`config.mk`:
```
export PLATFORM = sky130hd
export DESIGN_NAME = cfgIoPort
export DESIGN_NICKNAME = d
export VERILOG_FILES = /design/src/rtl/ioPortPkg.sv /design/src/rtl/ioPortDecode.sv /design/src/rtl/ioPortData.sv /design/src/rtl/cfgIoPort.sv
export SDC_FILE = /design/constraint.sdc
export NUM_CORES = 1
export LEC_CHECK = 0
export BUFFER_PORTS_ARGS = -buffer_cell sky130_fd_sc_hd__buf_2
export CORE_ASPECT_RATIO = 1.75
export CORE_MARGIN = 2
export CORE_UTILIZATION = 47
export CTS_CLUSTER_DIAMETER = 80
export CTS_CLUSTER_SIZE = 8
export DETAILED_ROUTE_END_ITERATION = 10
export GPL_TIMING_DRIVEN = 1
export PLACE_DENSITY = 0.76
export SLEW_MARGIN = 20
export SYNTH_ARGS = -nofsm -noshare
export SYNTH_HDL_FRONTEND = slang
export SYNTH_SLANG_ARGS = --single-unit
```
`constraint.sdc`:
```
create_clock -name clk -period 1.3 [get_ports clk]
set_input_delay 0.39 -clock clk [delete_from_list [all_inputs] [get_ports clk]]
set_output_delay 0.39 -clock clk [all_outputs]
set_load 0.03 [all_outputs]
```
`src/rtl/ioPortPkg.sv`:
```
package ioPortPkg;

  // Width of the in-page offset: the register window spans 256 bytes.
  localparam int unsigned WIN_BITS = 8;

  localparam logic [WIN_BITS-1:0] OFF_LEVEL = 8'h00;
  localparam logic [WIN_BITS-1:0] OFF_MODE  = 8'h02;
  localparam logic [WIN_BITS-1:0] OFF_DOUT  = 8'h04;
  localparam logic [WIN_BITS-1:0] OFF_DIR   = 8'h06;
  localparam logic [WIN_BITS-1:0] OFF_ODRN  = 8'h08;
  localparam logic [WIN_BITS-1:0] OFF_OWN   = 8'h0A;
  localparam logic [WIN_BITS-1:0] OFF_MCELL = 8'h0C;

  typedef enum logic [2:0] {
    SEL_NONE,
    SEL_LEVEL,
    SEL_MODE,
    SEL_DOUT,
    SEL_DIR,
    SEL_ODRN,
    SEL_OWN,
    SEL_MCELL
  } rdSel_e;

  // Strobes from the decoder to the datapath.
  typedef struct packed {
    logic   wrMode;
    logic   wrDout;
    logic   wrDir;
    logic   wrOdrn;
    logic   rdEn;
    rdSel_e rdSel;
  } portStb_t;

endpackage

```
`src/rtl/ioPortDecode.sv`:
```
module ioPortDecode
  import ioPortPkg::*;
#(
  parameter int unsigned ADDR_W = 16,
  parameter logic [ADDR_W-1:0] BASE_ADDR = 16'h4300
) (
  input  logic              clk,
  input  logic              rstN,
  input  logic [ADDR_W-1:0] busAddr,
  input  logic              busWr,
  input  logic              busRd,
  output portStb_t          stb
);

  localparam int unsigned PAGE_W = ADDR_W - WIN_BITS;

  logic [PAGE_W-1:0]   pageOfAddr;
  logic [PAGE_W-1:0]   pageOfBase;
  logic [WIN_BITS-1:0] offset;
  logic                inWin;
  rdSel_e              hitSel;

  assign pageOfAddr = busAddr[ADDR_W-1:WIN_BITS];
  assign pageOfBase = BASE_ADDR[ADDR_W-1:WIN_BITS];
  assign offset     = busAddr[WIN_BITS-1:0];
  assign inWin      = (pageOfAddr == pageOfBase);

  always_comb begin
    unique case (offset)
      OFF_LEVEL: hitSel = SEL_LEVEL;
      OFF_MODE:  hitSel = SEL_MODE;
      OFF_DOUT:  hitSel = SEL_DOUT;
      OFF_DIR:   hitSel = SEL_DIR;
      OFF_ODRN:  hitSel = SEL_ODRN;
      OFF_OWN:   hitSel = SEL_OWN;
      OFF_MCELL: hitSel = SEL_MCELL;
      default:   hitSel = SEL_NONE;
    endcase
  end

  always_comb begin
    stb.wrMode = busWr && inWin && (hitSel == SEL_MODE);
    stb.wrDout = busWr && inWin && (hitSel == SEL_DOUT);
    stb.wrDir  = busWr && inWin && (hitSel == SEL_DIR);
    stb.wrOdrn = busWr && inWin && (hitSel == SEL_ODRN);
    stb.rdEn   = busRd;
    stb.rdSel  = (busRd && inWin) ? hitSel : SEL_NONE;
  end

  AST_WR_OUTSIDE_PAGE: assert property (@(posedge clk) disable iff (!rstN)
    (busWr && (busAddr[ADDR_W-1:WIN_BITS] != BASE_ADDR[ADDR_W-1:WIN_BITS]))
      |-> !(stb.wrMode || stb.wrDout || stb.wrDir || stb.wrOdrn));

  AST_ONE_WRITE_TARGET: assert property (@(posedge clk) disable iff (!rstN)
    $onehot0({stb.wrMode, stb.wrDout, stb.wrDir, stb.wrOdrn}));

  AST_NO_WR_WITHOUT_STROBE: assert property (@(posedge clk) disable iff (!rstN)
    !busWr |-> !(stb.wrMode || stb.wrDout || stb.wrDir || stb.wrOdrn));

endmodule

```
`src/rtl/ioPortData.sv`:
```
module ioPortData
  import ioPortPkg::*;
#(
  parameter int unsigned PIN_W = 8
) (
  input  logic             clk,
  input  logic             rstN,
  input  portStb_t         stb,
  input  logic [PIN_W-1:0] busWrData,
  output logic [PIN_W-1:0] busRdData,
  input  logic [PIN_W-1:0] padIn,
  input  logic [PIN_W-1:0] pldOwned,
  input  logic [PIN_W-1:0] mcellOut,
  input  logic [PIN_W-1:0] addrOutSrc,
  output logic [PIN_W-1:0] padOut,
  output logic [PIN_W-1:0] padOe
);

  logic [PIN_W-1:0] modeReg;
  logic [PIN_W-1:0] doutReg;
  logic [PIN_W-1:0] dirReg;
  logic [PIN_W-1:0] odrnReg;
  logic [PIN_W-1:0] syncA;
  logic [PIN_W-1:0] syncB;
  logic [PIN_W-1:0] rdMux;
  logic [PIN_W-1:0] rdData;

  // Writable registers
  always_ff @(posedge clk or negedge rstN) begin
    if (!rstN) begin
      modeReg <= '0;
      doutReg <= '0;
      dirReg  <= '0;
      odrnReg <= '0;
    end else begin
      if (stb.wrMode) modeReg <= busWrData;
      if (stb.wrDout) doutReg <= busWrData;
      if (stb.wrDir)  dirReg  <= busWrData;
      if (stb.wrOdrn) odrnReg <= busWrData;
    end
  end

  // Two-stage synchroniser on the pin levels
  always_ff @(posedge clk or negedge rstN) begin
    if (!rstN) begin
      syncA <= '0;
      syncB <= '0;
    end else begin
      syncA <= padIn;
      syncB <= syncA;
    end
  end

  // Read path, registered
  always_comb begin
    unique case (stb.rdSel)
      SEL_LEVEL: rdMux = syncB;
      SEL_MODE:  rdMux = modeReg;
      SEL_DOUT:  rdMux = doutReg;
      SEL_DIR:   rdMux = dirReg;
      SEL_ODRN:  rdMux = odrnReg;
      SEL_OWN:   rdMux = pldOwned;
      SEL_MCELL: rdMux = mcellOut;
      default:   rdMux = '0;
    endcase
  end

  always_ff @(posedge clk or negedge rstN) begin
    if (!rstN) rdData <= '0;
    else       rdData <= stb.rdEn ? rdMux : '0;
  end

  assign busRdData = rdData;

  // Per-pin drive logic
  for (genvar i = 0; i < PIN_W; i++) begin : gPin
    logic srcBit;
    logic oeBit;
    assign srcBit = modeReg[i] ? doutReg[i] : addrOutSrc[i];
    always_comb begin
      if (pldOwned[i])     oeBit = 1'b0;
      else if (odrnReg[i]) oeBit = dirReg[i] & ~srcBit;
      else                 oeBit = dirReg[i];
    end
    assign padOe[i]  = oeBit;
    assign padOut[i] = oeBit & ~odrnReg[i] & srcBit;
  end

  AST_RD_IDLE_ZERO: assert property (@(posedge clk) disable iff (!rstN)
    !stb.rdEn |=> (busRdData == '0));

  AST_DIR_HOLD: assert property (@(posedge clk) disable iff (!rstN)
    !stb.wrDir |=> $stable(dirReg));

  AST_DOUT_HOLD: assert property (@(posedge clk) disable iff (!rstN)
    !stb.wrDout |=> $stable(doutReg));

  AST_OE_NEEDS_DIR: assert property (@(posedge clk) disable iff (!rstN)
    ((padOe & ~dirReg) == '0));

  AST_OD_NEVER_HIGH: assert property (@(posedge clk) disable iff (!rstN)
    ((padOut & odrnReg) == '0));

  AST_OWNED_RELEASED: assert property (@(posedge clk) disable iff (!rstN)
    ((padOe & pldOwned) == '0));

  AST_OUT_LOW_WHEN_OFF: assert property (@(posedge clk) disable iff (!rstN)
    ((padOut & ~padOe) == '0));

endmodule

```
`src/rtl/cfgIoPort.sv`:
```
module cfgIoPort
  import ioPortPkg::*;
#(
  parameter int unsigned PIN_W = 8,
  parameter int unsigned ADDR_W = 16,
  parameter logic [ADDR_W-1:0] BASE_ADDR = 16'h4300
) (
  input  logic              clk,
  input  logic              rstN,
  input  logic [ADDR_W-1:0] busAddr,
  input  logic              busWr,
  input  logic              busRd,
  input  logic [PIN_W-1:0]  busWrData,
  output logic [PIN_W-1:0]  busRdData,
  input  logic [PIN_W-1:0]  padIn,
  input  logic [PIN_W-1:0]  pldOwned,
  input  logic [PIN_W-1:0]  mcellOut,
  input  logic [PIN_W-1:0]  addrOutSrc,
  output logic [PIN_W-1:0]  padOut,
  output logic [PIN_W-1:0]  padOe
);

  portStb_t stb;

  ioPortDecode #(
    .ADDR_W    (ADDR_W),
    .BASE_ADDR (BASE_ADDR)
  ) uDecode (
    .clk     (clk),
    .rstN    (rstN),
    .busAddr (busAddr),
    .busWr   (busWr),
    .busRd   (busRd),
    .stb     (stb)
  );

  ioPortData #(
    .PIN_W (PIN_W)
  ) uData (
    .clk        (clk),
    .rstN       (rstN),
    .stb        (stb),
    .busWrData  (busWrData),
    .busRdData  (busRdData),
    .padIn      (padIn),
    .pldOwned   (pldOwned),
    .mcellOut   (mcellOut),
    .addrOutSrc (addrOutSrc),
    .padOut     (padOut),
    .padOe      (padOe)
  );

endmodule

```
==> results of run 1 <==
-- repair_timing --
item,in CTS,in global routing
buffers inserted,7,2
pin swaps,8,10
hold endpoints to repair,10,0
resized for setup,50,10
hold buffers,1,0
setup endpoints to repair,56,56
-- worst max-delay path: cells and delay by family --
family	cells	cell delay [ns]
buf+inv	2	0.24
mux	1	0.36
simple gates	3	1.04
-- cells in the mapped netlist, drive strengths merged, types with 5 or more instances --
cell type   n
o211ai     10
mux2i       8
buf        12
nand3       5
a22oi       5
inv         6
nor3b       9
a32o        8
o221ai      5
mux2       40
nand2b      9
a21oi       9
dfrtp      56
-- power groups by stage --
stage | combinational, W | clock (W) | sequential, W
6_report | 0.000408 | 0.000962 | 0.00177
4_1_cts | 0.000397 | 0.000980 | 0.00177
3_5_place_dp | 0.000375 | 0 | 0.00181
2_1_floorplan | 0.000143 | 0 | 0.00181
3_3_place_gp | 0.000364 | 0 | 0.00181
5_1_grt | 0.000439 | 0.00105 | 0.00178
-- sequential cells by signal (all words and copies together), names as in the netlist --
register,count
uData.dirReg,8
uData.modeReg,8
uData.syncB,8
uData.busRdData,8
uData.doutReg,8
uData.syncA,8
uData.odrnReg,8
-- layout make-up --
class | count | area share
Multi-Input combinational cell | 150 | 0.380
Timing Repair Buffer | 148 | 0.250
Sequential cell | 56 | 0.322
Tap cell | 78 | 0.0224
Inverter | 6 | 0.00517
Clock buffer | 8 | 0.0207
-- path summary, 6_finish.rpt --
check	slack [ns]	cells past startpoint	endpoint	startpoint
worst min register to register	0.36	0	uData.syncB[7]	uData.syncA[7]
min in group asynchronous	0.49	2	uData.odrnReg[7]	rstN
worst max register to register	-0.16	5	uData.busRdData[1]	uData.modeReg[1]
worst min-delay path	0.19	1	uData.syncA[0]	padIn[0]
worst max-delay path	-0.53	6	uData.doutReg[6]	busAddr[13]
max in group asynchronous	0.33	3	uData.doutReg[2]	rstN
-- metrics by stage --
| step | util | hold slack, ns |
|---|---|---|
| global placement | 0.664 | 0.290 |
| global route | 0.740 | 0.175 |
| detailed placement | 0.664 | 0.291 |
| CTS | 0.727 | 0.183 |
| floorplan | - | 0.0944 |
| finish | 0.740 | 0.189 |
-- per-layer routing --
| layer | track usage | up-vias | wire [µm] |
|---|---|---|---|
| li1 | - | 1144 | - |
| met1 | 0.266 | 1248 | 3020 |
| met2 | 0.476 | 105 | 4670 |
| met3 | 0.0272 | 15 | 346 |
| met4 | 0.0952 | 0 | 164 |
| met5 | 0 | - | 0 |
-- cells by family (layout without fill, tap and decap cells) --
kind of cell | after synthesis | in the layout
compound gates | 50 | 50
buf+inv | 22 | 162
flops | 56 | 56
mux | 48 | 48
simple gates | 52 | 52
==> results.md, run 1 <==
- For this run, design rule violations remaining after detail routing come to 0.
- The layout has 416 filler cells.
- Summing all placed instances gives a cell area of slightly below 4000 µm².
- In the routed layout, each cell is associated on average with a via count of between 5 and 6.
- The sort of element at the start of the critical path is a primary input.
- The most used flip-flop cell after synthesis is dfrtp_1.
- The clock tree skew after final layout is roughly 0.0082 ns.
- Leaving out fill and tap cells, the most frequent cell in the layout is buf_2.
- Of the total synthesized cell area, the portion taken by full adders, half adders and majority gates is 0.
- The area inside the core boundary is ~5900 µm².
- The path type of the worst min-delay path is primary input to register.
- The max-slew headroom at the worst pin is 0.621.
- The maximum vdd drop is 0.818 mV.
- The area share of and/or/nand/nor cells after synthesis is 0.143.
- Of the total synthesized cell area, the portion taken by XOR and XNOR cells is 0.
- The count of input and output buffers is 83.
- At the worst endpoint, the required time is 1.49 ns.
- The total power is roughly 0.0031 W.
- Synthesis inferred 56 register bits.
- The initial antenna violation count is 0.
- The net count after synthesis is 288.
- OpenSTA, run right after detailed placement, puts the worst setup slack at -0.884 ns.
- The largest single stage delay on the critical path is 0.58 ns.
- The critical path capture point type is a register.
- The share of final-layout standard cells stronger than drive strength 1 is 0.630.
- The number of cells in the finished layout apart from fillers is roughly 450.
- The critical path is of the primary input to register type.
- The power density over cell area is 722 nW/µm².
- The total detailed-routing wirelength is 8200 µm.
- The area fraction in compound gates after synthesis is 0.141.
- The area used by sequential logic in the layout is 1400 µm².
- For the pin with the worst max-slew slack, the measured transition is approximately 0.57 ns.
- The via count of the first global-routing pass is between 2k and 3k.
- The library cells used most frequently in the layout, excluding fill and tap cells, are 65 x buf_2, 56 x dfrtp_1, 55 x buf_4, 30 x mux2_2, 23 x buf_6.
- The post-synthesis sequential area ratio is 0.488.
- The count of yosys warnings during synthesis is 0.
- For this run, the detailed router's first-pass iteration total came to 4.
- The synthesized area is ~2900 µm².
- The share of total power in the clock network is 0.306.
- Max-cap violations in this run came to 0.
- For this design, the slowest cell found on the critical path is or4b_4.
- 84 I/O pins were placed.
- The design internal power is approximately 0.0024 W.
- Setup total negative slack on the finished layout was measured at -24.19 ns.
- The floorplan has 37 rows.
- In this run the clock root is driven by a clkbuf_8.
- The die is 63.1 µm wide.
- The share of total power dissipated in sequential elements is 0.564.
- The number of max-slew violations in the final report is 0.
- Subtracting the final worst setup slack from the clock period gives roughly 1.8 ns.
- The clock passes through at most 2 buffers.
- The detailed router placed 2512 vias in this run.
- A synthesized cell averages between 10 and 15 µm².
- After synthesis, the largest family of logic cells by area is multiplexers.
- The checks that failed: setup timing.
- The number of nets with antenna violations after detailed routing is 0.
- The maximum number of pins on one net before global-route repair is 37.
- TritonCTS built the clock tree.
- Of the post-synthesis cell area, the dominant cell type holds 0.488.
- Of the total power, the share spent switching nets is 0.233.
- Yosys mapped a number of flops with a built-in enable equal to 0.
- The violation count after the first detailed-routing iteration is 102.
- The leakage dissipation is around 2.1 nW.
- The flow ran to the end, but the final reports show violations.
- The starting density of the core is 0.488.
- The number of buffers created by CTS is 5.
- The biggest area contributor in the post-synthesis netlist is dfrtp_1.
- For this run the aggregate overflow at the end of global routing stands at 0.
- The detailed placer's ending HPWL is around 6000 µm.
- The repair_antennas step left the layout with diodes totalling 0.
- The insertion delay to the later sink of the worst-skew pair is 0.30 ns.
- The share of flip-flops with an asynchronous set or reset is 1.00.
- Data arrives at the worst endpoint at between 2 and 2.5 ns.
- After synthesis, the share of cell area in mux cells is 0.185.
- The post-layout net count is about 430.
- Compared with the post-synthesis result, the final layout area differs by 51.7%.
- The number of H-tree branching levels is 2.
- The area enclosed by the die boundary is 6770 µm².
- Static timing analysis puts the maximum clock frequency at about 550 MHz.
- Setup repair after global routing could not meet its margin everywhere.
- The placer's final routability congestion estimate is 0.893.
- Setup slack on the critical path of the routed design comes to -0.532 ns.
- The detailed-route wire length per cell is 18.4 µm.
- The hold violation count in the final report is 0.
- The wire length of the first global-routing pass is roughly 13000 µm.
- In this run the power spent charging and discharging nets is 0.000734 W.
- The floorplan step set the die height to roughly 110 µm.
- The share of the clock period used by the worst path is 1.41.
- After routing the design area is about 4400 µm².
- The distinct cell type count after synthesis is between 40 and 50.
- Across every metal layer, demand over resource in global routing totals 0.245.
- The clock slew seen by the registers of the worst setup and hold paths is approximately 0.090 ns.
- The critical path goes through buf_6 -> or4b_4 -> nor3_4 -> buf_12 -> nand4_4 -> mux2_2.
- In the post-synthesis netlist, the biggest area contributors are dfrtp_1 49%, mux2_2 16%, a32o_1 2.8%.
- Of the total power, combinational logic draws 0.130.
- The footprint of the multi-input gates is between 1500 and 2000 µm².
- The biggest fanout along the worst timing path is 8.
- The number of failing setup endpoints in the final timing report is 56.
- Once placement completed, the tool counted placed cells totaling between 400 and 500.
- The clock net in this run drives a total of 56 sinks.
- After technology mapping, the gate count stands at 228.
No activity file was read; power rests on OpenSTA's default activity.
==> run 2, diff against run 1 <==
Settings changed: CELL_PAD_IN_SITES_DETAIL_PLACEMENT set to 1, CELL_PAD_IN_SITES_GLOBAL_PLACEMENT set to 1, CORE_UTILIZATION 47 to 37, PLACE_DENSITY 0.76 to unset, PLACE_DENSITY_LB_ADDON set to 0.1.
==> results.md, run 2 (synthesis gave the netlist of run 1 again) <==
- The flow ran to the end, but the final reports show violations.
- The final reports fail on setup timing.
- The number of max-slew violations in the final report is 0.
- After detailed routing, the number of vias per cell comes to between 5 and 6.
- The count of cells in the finished layout, fillers not included, comes to around 450.
- Power spread over the standard cell area amounts to roughly 800 nW/µm².
- The die height is 121 µm.
- The post-layout net count is approximately 420.
- At the worst endpoint, the required time is approximately 1.5 ns.
- The number of failing setup endpoints in the final timing report is 56.
- Leaving out fill and tap cells, the most frequent cells in the layout are 65 x buf_2, 56 x dfrtp_1, 52 x buf_4, 31 x mux2_2, 25 x buf_6.
- The final layout contains routed wiring with a total length of a little under 9000 µm.
- The detailed-route wire length per cell is roughly 19 µm.
- The via count of the routed design is approximately 2.5k.
- CTS saw 56 sinks.
- The die is 70.6 µm wide.
- Pin placement for this block handled 84 I/O pins.
- The max-slew headroom at the worst pin is 0.641.
- The routed design uses roughly 300 µm of met3 wire.
- The maximum number of pins on one net before global-route repair is 52.
- The clock tree synthesis step divided the H-tree into 2 levels.
- The critical path goes through buf_6 -> or4_4 -> nor3_4 -> buf_6 -> nand4_4 -> mux2_4.
- The area growth from synthesis to layout is 50.9%.
- The share of the clock period used by the worst path is 1.40.
- For this run, the total global-route usage over all layers was measured as 0.211.
- The number of buffers created by CTS is 5.
- The area inside the core boundary is about 7600 µm².
- After floorplanning, the core was divided into 42 placement rows.
- The hold violation count in the final report is 0.
- The tightest min-delay check is of the primary input to register type.
- Summed over all layers, the global routing overflow is 0.
- The kind of cell with the highest combined delay on the critical path is simple AND/OR/NAND/NOR gates.
- The TritonCTS clock tree is built.
- The slowest cell on the critical path is or4_4.
- The leading cell type in the layout, fill and taps excluded is buf_2.
- The worst-case IR drop observed on VDD is approximately 0.9 mV.
- In the final layout, the share of cells above drive strength 1 is 0.616.
- The number of max-cap violations is 0.
- Including well taps, the total number of placed cells is 440.
- In the final routing, the length of wire on met1 measures 3230 µm.
- The number of antenna diodes in the final layout is 0.
- The placed instance area is about 4000 µm².
- The leakage dissipation is 2.10 nW.
- Derived from the worst setup path, the maximum achievable clock frequency is between 500 and 600 MHz.
- At the worst endpoint, the arrival time is between 2 and 2.5 ns.
- In this run the tool buffered the top-level ports with slightly above 80 buffer cells.
- The floorplan step defined a die boundary enclosing between 8000 and 9000 µm².
- Routed signal wires occupy layers up through met4.
- The placer's final routability congestion estimate is slightly below 0.8.
- Before antenna repair, the detailed router went through 4 iterations.
- The via count of the first global-routing pass is 2692.
- The setup path with the least slack is of type primary input to register.
- In the routed design, unresolved DRC markers number 0.
- Setup repair after global routing could not meet its margin everywhere.
- The clock arrives with around 0.0024 ns of skew.
- The critical path capture point type is a register.
- The insertion delay to the later sink of the worst-skew pair is 0.30 ns.
- After clock tree synthesis, the clock-pin slew on the worst setup and hold paths is around 0.07 ns.
- CTS placed an instance of clkbuf_16 at the clock tree root.
- On the worst path, the slowest cell contributes a delay of just under 0.6 ns.
- The number of buffer and inverter instances along the worst setup path is 2.
- The number of buffers on the longest clock path is 2.
- The routed design uses between 4000 and 5000 µm of met2 wire.
- The detailed placer's ending HPWL is 6620 µm.
- Counting stages on the worst path, the most repeated cell is buf_6.
- The filler cell count is ~830.
- The final design area excluding fillers is between 4000 and 5000 µm².
- The count of nets left with antenna violations once routing finished came out at 0.
- The wire length of the first global-routing pass is 13600 µm.
- The initial antenna violation count is 0.
- The biggest fanout along the worst timing path is 8.
- The violation count after the first detailed-routing iteration is between 100 and 150.
- The transition at the pin with the smallest max-transition slack is 0.536 ns.
- STA classifies the critical path startpoint as a primary input.
- The post-route minimum period is 1.83 ns.
- The starting density of the core is 0.379.
- After layout, the worst setup slack is -0.526 ns.
- The completed layout was analyzed and its total power is around 0.0035 W.
- The pre-CTS worst setup slack is -0.865 ns.
run 2: changes by cell type in the layout (fill, tap and decap cells not counted), moves of 3 or more:
cell       change
clkbuf_16      +5
a22oi_1        +3
buf_4          -3
a22oi_2        -3
clkbuf_8       -5
run 2: path summary, 6_finish.rpt:
kind                       slack (ns)                  to              from  cells past startpoint
max                             -0.53    uData.doutReg[7]        busAddr[5]                      6
min                              0.19      uData.syncA[3]          padIn[3]                      1
max reg2reg                     -0.11  uData.busRdData[2]  uData.modeReg[2]                      6
min reg2reg                      0.35      uData.syncB[4]    uData.syncA[4]                      0
max in group asynchronous        0.34      uData.syncB[0]              rstN                      3
min in group asynchronous        0.46     uData.dirReg[6]              rstN                      2
run 2: worst reg2reg max path, stage by stage, from the launching register on:
cell	delay, ns
dfrtp_1	0.40
buf_4	0.14
buf_4	0.12
buf_4	0.13
a32o_1	0.21
o211ai_1	0.16
o221ai_1	0.13
run 2: timing repair:
action,in CTS,in global routing
setup endpoints to repair,56,56
hold buffers,1,0
setup buffers,3,1
resized for setup,43,9
hold endpoints to repair,5,0
pin swaps,10,4
run 2: routing by layer:
layer | GRT usage | vias up
met3 | 0.0267 | 11
met2 | 0.400 | 75
met1 | 0.237 | 1227
li1 | - | 1144
met5 | 0 | -
met4 | 0.0767 | 0
run 2: final cells by class:
type                            instances  area (µm²)  share of cell area
Tap cell                               88         110              0.0254
Clock inverter                          2        15.0             0.00347
Clock buffer                            6         139              0.0321
Inverter                                6        22.5             0.00520
Multi-Input combinational cell        150        1600               0.369
Sequential cell                        56        1400               0.324
Timing Repair Buffer                  145        1050               0.242
run 2: power breakdown:
group          internal [W]  switching [W]
sequential          0.00177     0.00000792
combinational      0.000198       0.000189
clock              0.000767       0.000606
total               0.00273       0.000803
run 2: metrics by stage:
step	util	TNS (ns)	hold WS (ns)
2_1_floorplan	-	-23.74	0.0944
3_3_place_gp	0.518	-33.70	0.242
3_5_place_dp	0.518	-35.15	0.241
4_1_cts	0.563	-24.15	0.189
5_1_grt	0.572	-26.51	0.185
6_report	0.572	-24.48	0.195
==> run 3, diff against run 2 <==
Settings changed: ABC_CLOCK_PERIOD_IN_PS set to 1300, TNS_END_PERCENT set to 50.
==> results.md, run 3 (synthesis gave the netlist of run 1 again) <==
- The launching element of the worst setup path is busAddr[6].
- The tool flagged a number of max-cap violations equal to 0.
- The worst register-to-register path ends at uData.busRdData[6].
- Clock skew on the completed layout was measured at 0.00209 ns.
- The library cells used most frequently in the layout, excluding fill and tap cells, are 64 x buf_2, 63 x buf_4, 56 x dfrtp_1, 32 x mux2_2, 22 x buf_6.
- The hold violation count in the final report came to 0.
- The endpoint required time on the critical path is approximately 1.5 ns.
- The worst-case IR drop observed on VDD is roughly 1.0 mV.
- Headroom to the max-slew limit came out at 0.500.
- The clock slew seen by the registers of the worst setup and hold paths is around 0.070 ns.
- The global route total overflow is 0.
- The number of top-level pins is 84.
- The critical path capture point type is a register.
- Of the available clock period, the critical path in the final layout requires 1.38.
- The number of cells on the worst reg-to-reg path is 5.
- The setup slack after layout is -0.493 ns.
- In this run the worst path has a maximum fanout of 5.
- Across every metal layer, demand over resource in global routing totals 0.239.
- The checks that failed: setup timing.
- The die covers approximately 8500 µm².
- The number of buffer and inverter instances along the worst setup path is 2.
- Across the whole layout, storage elements account for approximately 1400 µm².
- In this run the cell area measured after placement is about 3800 µm².
- The multi-input combinational cells in the finished layout cover a total of between 1500 and 2000 µm².
- Setup violations remaining at the end of the flow were counted as 56.
- The starting density of the core is 0.379.
- The placer's final routability congestion estimate is ~0.81.
- The post-route minimum period is between 1.5 and 2 ns.
- The TritonCTS clock tree is built.
- The leading cell type in the layout, fill and taps excluded is buf_2.
- Entering global routing, the biggest net connects between 50 and 60 pins.
- The post-layout net count is ~430.
- The kind of cell with the highest combined delay along the critical path is simple AND/OR/NAND/NOR gates.
- The first detailed-routing pass ran for 4 iterations.
- Of the total power, the clock network draws 0.390.
- Clock tree synthesis selected as its root buffer the cell clkbuf_16.
- For this run, design rule violations remaining after detail routing come to 0.
- The later pin in the worst-skew pair is clocked with a latency of about 0.30 ns.
- The final design area excluding fillers is between 4000 and 5000 µm².
- The floorplan step defined a core boundary enclosing roughly 7600 µm².
- The wire length of the first global-routing pass is between 15000 and 20000 µm.
- The part of the total power dissipated in sequential elements is 0.495.
- The number of H-tree branching levels is 2.
- Of the total power, the share spent switching nets is 0.235.
- STA puts the critical path data arrival time at between 1.5 and 2 ns.
- The share of final-layout standard cells stronger than drive strength 1 is 0.643.
- The power dissipated by switching net loads is ~0.00084 W.
- In this run the tool buffered the top-level ports with a little over 80 buffer cells.
- In this run, placement finished with an instance count of around 450.
- The flop-to-flop setup slack is -0.03 ns.
- Timing would allow up to 558 MHz.
- The detailed-route wire length per cell is between 20 and 25 µm.
- The worst hold slack is around 0.076 ns.
- The most frequent cell on the critical path is buf_6.
- The number of cells in the finished layout apart from fillers is ~460.
- The design internal power is around 0.0027 W.
- The leakage dissipation is 2.15 nW.
- The number of cell rows is 42.
- The share of total power dissipated in combinational logic is 0.116.
- Setup repair after global routing could not meet its margin everywhere.
- Dividing the detail-routed via count by the number of cells gives about 5.6.
- The path type of the worst min-delay path is primary input to async pin.
- The horizontal die dimension is approximately 70 µm.
- The clock sink count is 56.
- The number of nets with antenna violations after detailed routing is 0.
- The critical path is of the primary input to register type.
- The via count of the first global-routing pass is between 2k and 3k.
- For this run, the slowest stage of the critical path takes approximately 0.60 ns.
- Detailed routing inserted a total of 2564 vias.
- Walking the worst path, the cells encountered are buf_6 -> or4_4 -> nor4_4 -> nand3_2 -> buf_6 -> mux2_2.
- The startpoint of the lowest-slack register-to-register path is uData.doutReg[6].
- The initial antenna violation count is 0.
- The power density over cell area is around 810 nW/µm².
- The slowest cell on the critical path is or4_4.
- The repair_antennas step left the layout with diodes totalling 0.
- The die height is 121 µm.
- The number of clock buffers added by TritonCTS is 5.
- The number of max-slew violations in the final report came to 0.
- The routed design has about 9500 µm of wire.
- The post-synthesis to final-layout area growth is 53.5%.
- Once detailed placement completed, the half-perimeter wirelength came to between 6000 and 7000 µm.
- The violation count after the first detailed-routing iteration is ~170.
- The number of buffers on the longest clock path is 2.
- At the pin with the least slew margin, the transition time is between 0.7 and 0.8 ns.
- After filler insertion, the fill cell instance count of the layout stands at between 800 and 900.
- The flow ran to the end, but the final reports show violations.
- The pre-CTS worst setup slack is -1.16 ns.
- The worst setup path is launched from a primary input.
-- run 3: changes by cell type in the layout (fill, tap and decap cells not counted), moves of 3 or more --
cell / change
nand3_1: -3
buf_4: +11
o2111ai_1: -4
nor3b_1: +4
buf_6: -3
nor3b_4: -6
nand3_2: +3
-- run 3: worst reg2reg max path: stages (launching register included) --
cell,delay (ns)
dfrtp_1,0.41
buf_4,0.14
inv_1,0.04
a211oi_1,0.40
o2111ai_4,0.17
o2111ai_2,0.09
-- run 3: cell type report --
cell class / count / area share
clock buffer: 7 / 0.0324
multi-input combinational: 150 / 0.363
inverter: 6 / 0.00511
tap: 88 / 0.0250
sequential: 56 / 0.318
clock inverter: 1 / 0.00170
timing repair buffer: 153 / 0.254
-- run 3: worst max path at each step --
| stage | cells after the start | slack, ns | end |
|---|---|---|---|
| after CTS | 6 | -0.48 | uData.doutReg[6] |
| after floorplan | 6 | -0.61 | uData.doutReg[0] |
| after global routing | 6 | -0.55 | uData.doutReg[6] |
| after detailed placement | 6 | -1.16 | uData.busRdData[1] |
| after global placement | 6 | -1.14 | uData.busRdData[1] |
| final | 6 | -0.49 | uData.dirReg[3] |
-- run 3: layer usage --
layer	up-vias	GRT usage	wire length [µm]
li1	1162	-	-
met1	1309	0.255	3450
met2	76	0.446	5450
met3	17	0.0408	376
met4	0	0.111	266
met5	-	0	0
-- run 3: per-stage QoR --
| step | power (W) | util | setup TNS (ns) |
|---|---|---|---|
| floorplan | 0.00192 | - | -27.09 |
| finish | 0.00359 | 0.582 | -24.20 |
| CTS | 0.00362 | 0.570 | -23.95 |
| detailed placement | 0.00218 | 0.501 | -38.31 |
| global route | 0.00372 | 0.582 | -26.95 |
| global placement | 0.00216 | 0.501 | -36.70 |
-- run 3: power by group through the flow --
stage | Combinational (W) | Sequential [W] | Clock [W]
after floorplan | 0.000113 | 0.00180 | 0
after global placement | 0.000359 | 0.00181 | 0
after detailed placement | 0.000367 | 0.00181 | 0
after CTS | 0.000405 | 0.00177 | 0.00144
after global routing | 0.000454 | 0.00178 | 0.00149
final | 0.000415 | 0.00177 | 0.00140
-- run 3: repair_timing --
item / CTS / global route
resized for setup: 71 / 14
pin swaps: 23 / 11
hold buffers: 0 / 0
setup buffers: 7 / 2
endpoints found under the setup margin: 56 / 56
